===== config.mk =====
export PLATFORM = sky130hd
export DESIGN_NAME = store_drain_buffer
export DESIGN_NICKNAME = d
export VERILOG_FILES = /design/src/rtl/wbuf_pkg.sv /design/src/rtl/wbuf_ctrl.sv /design/src/rtl/wbuf_store.sv /design/src/rtl/wbuf_match.sv /design/src/rtl/store_drain_buffer.sv
export SDC_FILE = /design/constraint.sdc
export NUM_CORES = 1
export LEC_CHECK = 0
export BUFFER_PORTS_ARGS = -buffer_cell sky130_fd_sc_hd__buf_2
export CORE_MARGIN = 2
export CORE_UTILIZATION = 40
export DETAILED_ROUTE_END_ITERATION = 12
export PLACE_DENSITY = 0.64
export SLEW_MARGIN = 40
export SYNTH_ARGS = -nofsm -noshare
export SYNTH_HDL_FRONTEND = slang
export SYNTH_SLANG_ARGS = --single-unit

===== constraint.sdc =====
create_clock -name clk -period 9 [get_ports clk]
set_input_delay 0.45 -clock clk [delete_from_list [all_inputs] [get_ports clk]]
set_output_delay 0.45 -clock clk [all_outputs]
set_load 0.03 [all_outputs]

===== src/rtl/wbuf_pkg.sv =====
package wbuf_pkg;
  localparam int unsigned WB_ADDR_W = 32;
  localparam int unsigned WB_DATA_W = 32;
  localparam int unsigned WB_DEPTH  = 4;
endpackage


===== src/rtl/wbuf_ctrl.sv =====
module wbuf_ctrl #(
  parameter int unsigned DEPTH = 4,
  localparam int unsigned PTR_W = $clog2(DEPTH),
  localparam int unsigned LVL_W = PTR_W + 1
) (
  input  logic             clk,
  input  logic             rst,
  input  logic             st_valid,
  input  logic             mem_ack,
  output logic             push,
  output logic             pop,
  output logic             stall,
  output logic [PTR_W-1:0] wr_ptr,
  output logic [PTR_W-1:0] rd_ptr,
  output logic [LVL_W-1:0] level,
  output logic             busy
);
  logic             full;
  logic [LVL_W-1:0] level_n;

  assign full  = (level == LVL_W'(DEPTH));
  assign pop   = (level != '0) && mem_ack;
  assign stall = st_valid && full && !pop;
  assign push  = st_valid && !stall;

  always_comb begin
    level_n = level;
    if (push && !pop) level_n = level + LVL_W'(1);
    else if (pop && !push) level_n = level - LVL_W'(1);
  end

  always_ff @(posedge clk) begin
    if (rst) begin
      wr_ptr <= '0;
      rd_ptr <= '0;
      level  <= '0;
      busy   <= 1'b0;
    end else begin
      if (push) wr_ptr <= wr_ptr + PTR_W'(1);
      if (pop)  rd_ptr <= rd_ptr + PTR_W'(1);
      level <= level_n;
      busy  <= (level_n != '0);
    end
  end
endmodule


===== src/rtl/wbuf_store.sv =====
module wbuf_store #(
  parameter int unsigned ADDR_W = 32,
  parameter int unsigned DATA_W = 32,
  parameter int unsigned DEPTH  = 4,
  localparam int unsigned PTR_W = $clog2(DEPTH)
) (
  input  logic                         clk,
  input  logic                         we,
  input  logic [PTR_W-1:0]             waddr,
  input  logic [ADDR_W-1:0]            wa,
  input  logic [DATA_W-1:0]            wd,
  output logic [DEPTH-1:0][ADDR_W-1:0] addr_q,
  output logic [DEPTH-1:0][DATA_W-1:0] data_q
);
  // No reset on the payload: occupancy comes from the controller.
  always_ff @(posedge clk) begin
    if (we) begin
      addr_q[waddr] <= wa;
      data_q[waddr] <= wd;
    end
  end
endmodule


===== src/rtl/wbuf_match.sv =====
module wbuf_match #(
  parameter int unsigned ADDR_W = 32,
  parameter int unsigned DATA_W = 32,
  parameter int unsigned DEPTH  = 4,
  localparam int unsigned PTR_W = $clog2(DEPTH),
  localparam int unsigned LVL_W = PTR_W + 1
) (
  input  logic                         clk,
  input  logic                         rst,
  input  logic [DEPTH-1:0][ADDR_W-1:0] addr_q,
  input  logic [DEPTH-1:0][DATA_W-1:0] data_q,
  input  logic [PTR_W-1:0]             rd_ptr,
  input  logic [LVL_W-1:0]             level,
  input  logic                         push,
  input  logic [ADDR_W-1:0]            st_addr,
  input  logic [DATA_W-1:0]            st_data,
  input  logic [ADDR_W-1:0]            lk_addr,
  output logic                         lk_hit,
  output logic [DATA_W-1:0]            lk_data
);
  logic              hit_n;
  logic [DATA_W-1:0] data_n;
  logic [PTR_W-1:0]  idx;

  // Scan oldest to youngest; a later match overrides an earlier one.
  always_comb begin
    hit_n  = 1'b0;
    data_n = '0;
    idx    = '0;
    for (int k = 0; k < DEPTH; k++) begin
      idx = rd_ptr + PTR_W'(k);
      if ((LVL_W'(k) < level) && (addr_q[idx] == lk_addr)) begin
        hit_n  = 1'b1;
        data_n = data_q[idx];
      end
    end
    if (push && (st_addr == lk_addr)) begin
      hit_n  = 1'b1;
      data_n = st_data;
    end
  end

  always_ff @(posedge clk) begin
    if (rst) begin
      lk_hit  <= 1'b0;
      lk_data <= '0;
    end else begin
      lk_hit  <= hit_n;
      lk_data <= data_n;
    end
  end
endmodule


===== src/rtl/store_drain_buffer.sv =====
module store_drain_buffer
  import wbuf_pkg::*;
#(
  parameter int unsigned ADDR_W = WB_ADDR_W,
  parameter int unsigned DATA_W = WB_DATA_W,
  parameter int unsigned DEPTH  = WB_DEPTH,
  localparam int unsigned PTR_W = $clog2(DEPTH),
  localparam int unsigned LVL_W = PTR_W + 1
) (
  input  logic              clk,
  input  logic              rst,
  input  logic              st_valid,
  input  logic [ADDR_W-1:0] st_addr,
  input  logic [DATA_W-1:0] st_data,
  output logic              st_stall,
  output logic              mem_req,
  output logic [ADDR_W-1:0] mem_addr,
  output logic [DATA_W-1:0] mem_data,
  input  logic              mem_ack,
  input  logic [ADDR_W-1:0] lk_addr,
  output logic              lk_hit,
  output logic [DATA_W-1:0] lk_data,
  output logic              busy
);
  logic                         push, pop;
  logic [PTR_W-1:0]             wr_ptr, rd_ptr;
  logic [LVL_W-1:0]             level;
  logic [DEPTH-1:0][ADDR_W-1:0] addr_q;
  logic [DEPTH-1:0][DATA_W-1:0] data_q;

  wbuf_ctrl #(.DEPTH(DEPTH)) u_ctrl (
    .clk(clk), .rst(rst), .st_valid(st_valid), .mem_ack(mem_ack),
    .push(push), .pop(pop), .stall(st_stall),
    .wr_ptr(wr_ptr), .rd_ptr(rd_ptr), .level(level), .busy(busy)
  );

  wbuf_store #(.ADDR_W(ADDR_W), .DATA_W(DATA_W), .DEPTH(DEPTH)) u_store (
    .clk(clk), .we(push), .waddr(wr_ptr), .wa(st_addr), .wd(st_data),
    .addr_q(addr_q), .data_q(data_q)
  );

  wbuf_match #(.ADDR_W(ADDR_W), .DATA_W(DATA_W), .DEPTH(DEPTH)) u_match (
    .clk(clk), .rst(rst), .addr_q(addr_q), .data_q(data_q),
    .rd_ptr(rd_ptr), .level(level), .push(push),
    .st_addr(st_addr), .st_data(st_data), .lk_addr(lk_addr),
    .lk_hit(lk_hit), .lk_data(lk_data)
  );

  assign mem_req  = (level != '0);
  assign mem_addr = addr_q[rd_ptr];
  assign mem_data = data_q[rd_ptr];
endmodule


==> metrics, run 1 <==
largest net degree at the start of global routing 194; DR vias/cell 5.95; Seq cells post-synth 297; ys async rst share 0%; post-route ant nets 0; area leader, netlist edfxtp_1; register clock-pin slew on the reported worst setup and hold paths 0.06 ns; DRC 0; CTS tree yes; fill count 4194; worst path bufs/invs 2; Max Cap Viol 0; initial antenna violation count 11; total CTS buffers 35; Slew headroom 49.1%; Synth Cell Area 18700 um2; Peak VDD IR 0.173 mV; placed insts 2286; Final Util 45.8%; Starting Density 40.3%; Ys Warns 0; area grow syn2layout 13.5%; synth cell count leaders edfxtp_1 (256), mux2i_1 (192), nor2_1 (122), xnor2_1 (113), nand2_1 (90); CP delay by family, top simple AND/OR/NAND/NOR gates; Ports 200; R2R depth 10; slowest CP cell or4_4; PortBufs 199; footprint of the multi-input gates 9280 um2; pwr dens 256 nW/um2; TNS Setup 0 ns; CTS Sinks 297; Tot Pwr 0.00541 W; top-count cell post-synth edfxtp_1; Final period util 49.2%; die area 48400 um2; Pre-antenna DRT Iters 6; # rows 79; Die H 220 um; layout cells sized above 1 24.8%; top_reg_cell synth edfxtp_1; WP data required 9.48 ns; number of global-route vias before repair 13600; Largest stage delay, worst path 0.73 ns; post-synth cell types 68; fmax 0.226 GHz; Non-Filler Instances 2355; CP Max Fanout 90; sequential cell area 8520 um2; first-pass GRT wire length 81800 um; DP HPWL 37300 um; fin nets 1824; RSZ-0062 raised after global routing false; Resized Gates After CTS 0; Setup crit start kind flip-flop; H-Tree Level Count 2; P_leak 7.17 nW; worst-margin pin slew 0.764 ns; die width 220 um; cell-by-cell trace of the critical path buf_12 > buf_16 > mux2i_1 > mux2i_1 > xnor2_1 > nand4_1 > or4_4 > or4_1 > mux2i_1 > o221a_1; clock root buffer clkbuf_16; crit path DAT 4.91 ns; Min-Delay Path Depth 1; Setup Buffers After CTS 0; Post-synth EDFFs 256; Max Root-Sink Buffers 3; syn_area_per_cell 11.7 um2; Vias 14000; final setup vio count 0; Post-Synthesis Cells 1595; Synth top area share 41.2%; status finished, final reports clean; ranking of synthesized cells by area edfxtp_1 (41%), mux2i_1 (10%), mux4_2 (8.4%), xnor2_1 (5.3%), dfxtp_1 (4.4%); Starting DRT DRC Count 1313; Hold WC Path Type input pin to flip-flop; Total GRT Usage 22.4%; Seq/Total Area, Yosys 45.6%; GPL Wtd Cong 0.972; core area 46300 um2; CP Class flip-flop to flip-flop; most frequent CP cell mux2i_1; cts hold-fix bufs 0; Routed WL per cell 23.4 um; total grt overflow 0; fin. max-slew vios 0; critical path capture point type flip-flop; Final min period 4.42 ns; Worst-Skew Late Latency 0.55 ns; Critical Path Stages 10; Final Hold Viols 0; drt total wl 55100 um; Synth Net Count 1703; skew final 0.0141 ns
-- area by class of cell --
class                           count  share of cell area [%]
Sequential cell                   297                    40.2
Clock inverter                     23                    1.26
Timing Repair Buffer              220                    5.74
Tap cell                          607                    3.59
Inverter                           52                   0.945
Clock buffer                       41                    4.39
Multi-Input combinational cell   1110                    43.8
Antenna cell                        5                  0.0591
-- final timing paths --
path,from,endpoint,slack [ns]
worst max-delay path,u_ctrl.rd_ptr[0],u_match.lk_data[13],4.58
worst min-delay path,st_data[23],u_store.data_q[119],0.13
worst max register to register,u_ctrl.rd_ptr[0],u_match.lk_data[13],4.58
worst min register to register,u_ctrl.wr_ptr[0],u_ctrl.wr_ptr[0],0.58
-- per-stage QoR --
| stage | setup slack (ns) | hold WS [ns] | cell area, um2 |
|---|---|---|---|
| final | 4.58 | 0.133 | 21200 |
| after global routing | 4.34 | 0.124 | 21200 |
| after CTS | 4.61 | 0.111 | 21200 |
| after detailed placement | 4.61 | 0.575 | 20000 |
| after global placement | 4.04 | 0.537 | 19900 |
| after floorplan | 5.73 | 0.514 | 18700 |
-- logic make-up after synthesis --
| family | synth area share (%) |
|---|---|
| and+or+nand+nor | 8.96 |
| xor gates and xnor gates | 6.71 |
| buffers and inverters | 4.85 |
| adders and majority gates | 0.536 |
| muxes | 23.2 |
| DFF | 45.6 |
| AOI/OAI and AO/OA | 10.2 |
-- flip-flops by register name, summed over array words and instances, names as in the netlist --
name,count
u_store.addr_q,128
u_store.data_q,128
u_match.lk_data,32
u_ctrl.level,3
u_ctrl.rd_ptr,2
u_ctrl.wr_ptr,2
u_ctrl.busy,1
u_match.lk_hit,1
-- power by group --
group          leakage, nW  switching [W]  internal (W)
Clock                0.578       0.000587      0.000890
Sequential            2.68      0.0000875       0.00160
Combinational         3.91        0.00137      0.000878
Total                 7.17        0.00205       0.00336
-- per-layer routing --
| layer | track usage [%] | part of all wire, % |
|---|---|---|
| met1 | 29.4 | 41 |
| met4 | 9.69 | 3.9 |
| met2 | 35.7 | 46 |
| met5 | 0 | 0.10 |
| met3 | 4.86 | 8.7 |
-- cell usage in the layout (no fill, tap or decap), types with 39 or more instances in the layout --
cell / count
mux2_2: 72
xnor2_1: 113
dfxtp_1: 39
inv_1: 51
mux2i_1: 192
buf_2: 199
a21oi_1: 81
o21ai_0: 77
edfxtp_1: 256
nand2_1: 90
nor2_1: 122
mux4_2: 70
No activity file was read; power rests on OpenSTA's default activity.
==> inputs of run 2 (changes only) <==
--- a/config.mk
+++ b/config.mk
@@ -5,6 +5,7 @@
 export SDC_FILE = /design/constraint.sdc
 export NUM_CORES = 1
 export LEC_CHECK = 0
+export ABC_AREA = 1
 export BUFFER_PORTS_ARGS = -buffer_cell sky130_fd_sc_hd__buf_2
 export CORE_MARGIN = 2
 export CORE_UTILIZATION = 40
==> constraint.sdc (replaced) <==
create_clock -name clk -period 4.3 [get_ports clk]
set_input_delay 0.215 -clock clk [delete_from_list [all_inputs] [get_ports clk]]
set_output_delay 0.215 -clock clk [all_outputs]
set_load 0.03 [all_outputs]
==> run 2 against run 1 <==
Against the previous run: global-route usage is 4.4 points higher; total power is 140% higher; cell count is 52% higher; synthesized cell count is 73% higher; combinational power grew to 3.0 times the previous value; clock power is 110% higher; die area is 4.4% higher; non-clock buffer count is 78 higher; critical path depth is 5 lower; hold slack worse by 0.013 ns; largest cell class unchanged.
==> metrics, run 2 <==
Slew headroom 53.2%; skew final 0.0230 ns; drt total wl 69000 um; CP Class flip-flop to output port; P_leak 10.1 nW; reg2reg setup slack 0.72 ns; Max Cap Viol 0; area grow syn2layout 16.1%; pwr dens 584 nW/um2; Non-Filler Instances 3568; register clock-pin slew on the reported worst setup and hold paths 0.06 ns; Setup crit start kind flip-flop; CTS Sinks 297; Post-Synthesis Cells 2755; Setup Buffers After CTS 0; placed insts 3437; CTS tree yes; Starting Density 40.7%; Worst setup startpoint u_ctrl.rd_ptr[0]; CP Max Fanout 85; most common cell after layout, fill and taps aside nand2_1; ys async rst share 0%; fin. max-slew vios 0; # rows 80; Resized Gates After CTS 0; GPL Wtd Cong 0.938; layout cells sized above 1 10.6%; Hold WC Path Type input pin to flip-flop; total CTS buffers 37; most frequent cells in the layout nand2_1 (1018), o21ai_0 (342), nand3_1 (305); syn_area_per_cell 7.08 um2; RSZ-0062 raised after global routing false; Final min period 3.72 ns; Worst-Skew Late Latency 0.56 ns; Ports 200; crit path DAT 3.50 ns; first-pass GRT wire length 104000 um; top_reg_cell synth edfxtp_1; final setup vio count 0; Synth Cell Area 19500 um2; Seq/Total Area, Yosys 43.6%; die area 50600 um2; Final period util 86.5%; ranking of synthesized cells by area edfxtp_1 (39%), nand2_1 (20%), o21ai_0 (8.8%), nand3_1 (7.8%), inv_1 (4.9%); worst-margin pin slew 0.702 ns; Post-synth EDFFs 256; post-route ant nets 0; Synth Net Count 2863; number of global-route vias before repair 18300; fmax 0.269 GHz; Pre-antenna DRT Iters 6; Die H 225 um; status finished, final reports clean; top-count cell post-synth nand2_1; Peak VDD IR 0.562 mV; Routed WL per cell 19.4 um; fin nets 3034; PortBufs 199; WP data required 4.09 ns; Max Root-Sink Buffers 3; Setup WS post-layout 0.582 ns; Synth top area share 39.4%; post-synth cell types 38; die width 225 um; DRC 0; Starting DRT DRC Count 2378; initial antenna violation count 3; Total GRT Usage 26.8%; total grt overflow 0; Seq cells post-synth 297; largest net degree at the start of global routing 116; HP Start mem_ack; Final Hold Viols 0; H-Tree Level Count 2; DR vias/cell 5.49; worst slack, placed 0.848 ns; R2R depth 16; critical path capture point type output port; top flop regs u_store.addr_q: 128 flops, u_store.data_q: 128 flops, u_match.lk_data: 32 flops; area leader, netlist edfxtp_1; clock root buffer clkbuf_16; Vias 19600; Min-Delay Path Depth 3; synth cell count leaders nand2_1 (1018), o21ai_0 (342), nand3_1 (305), edfxtp_1 (256), inv_1 (255); Ys Warns 0; DP HPWL 46000 um; core area 47900 um2; reg-to-reg startpoint u_ctrl.rd_ptr[0]
run 2: cell count changes in the layout (fill, tap and decap cells not counted), moves of 33 or more:
cell / previous run / this run
inv_1: 51 / 255
nand3_1: 7 / 305
mux4_2: 70 / 0
o21ai_0: 77 / 342
a211oi_1: 35 / 0
xnor2_1: 113 / 14
dlygate4sd3_1: 0 / 65
nand2_1: 90 / 1018
mux2_2: 72 / 0
nor3_1: 9 / 42
mux2i_1: 192 / 1
run 2: logic make-up (layout without fill, tap and decap cells):
kind of cell | count (synthesis) | count (layout) | share of synthesized area (%)
XOR/XNOR | 49 | 49 | 2.20
adder cells (fa/ha/maj) | 8 | 8 | 0.513
AND/OR/NAND/NOR | 1511 | 1511 | 32.0
AO/OA/AOI/OAI | 463 | 463 | 12.0
buffers and inverters | 426 | 622 | 9.56
multiplexers | 1 | 1 | 0.0513
other | 0 | 2 | 0
flip-flops | 297 | 297 | 43.6
run 2: metrics by stage:
step / power (W) / hold WS, ns / util [%] / TNS, ns / instance area [um2]
after CTS: 0.0132 / 0.103 / 47.2 / 0 / 22600
final: 0.0132 / 0.120 / 47.2 / 0 / 22600
after floorplan: 0.00815 / 0.284 / - / -40.02 / 19500
after detailed placement: 0.00995 / 0.450 / 43.3 / 0 / 20800
after global placement: 0.00987 / 0.450 / 43.3 / 0 / 20800
after global routing: 0.0140 / 0.161 / 47.2 / 0 / 22600
run 2: power by group:
| part | internal [W] | switching (W) | leakage, nW |
|---|---|---|---|
| Sequential | 0.00328 | 0.000114 | 2.68 |
| Combinational | 0.00175 | 0.00491 | 6.81 |
| Clock | 0.00191 | 0.00126 | 0.586 |
| Total | 0.00694 | 0.00628 | 10.1 |
run 2: timing repair:
action,CTS,global route
hold buffers,65,0
hold endpoints to repair,267,0
setup endpoints to repair,0,0
run 2: worst paths after layout:
kind / end
hold / removal: u_ctrl.rd_ptr[0]
setup / recovery: mem_data[0]
setup reg to reg: u_match.lk_data[3]
hold reg to reg: u_ctrl.wr_ptr[0]
run 2: cell type report:
class | instances | area, um2
repair buffers | 298 | 1980
diodes | 2 | 5.00
fillers | 4658 | 25300
clock buffers | 52 | 1020
well taps | 615 | 769
flip-flops and latches | 297 | 8520
clock inverters | 12 | 189
inverters | 260 | 983
multi-input cells | 2032 | 9180
run 2: critical path: stages, from the launching register on:
cell	delay [ns]
dfxtp_4	0.70
buf_4	0.48
buf_4	0.64
o21ai_0	0.23
o21ai_0	0.53
buf_2	0.32
run 2: routing by layer:
metal | share of wire [%] | global-route usage, % | vias to the layer above
met5 | 0.039 | 0 | -
met4 | 4.2 | 12.2 | 4
met3 | 8.5 | 4.43 | 175
met2 | 46 | 43.6 | 970
met1 | 41 | 34.9 | 9046
li1 | - | - | 9378
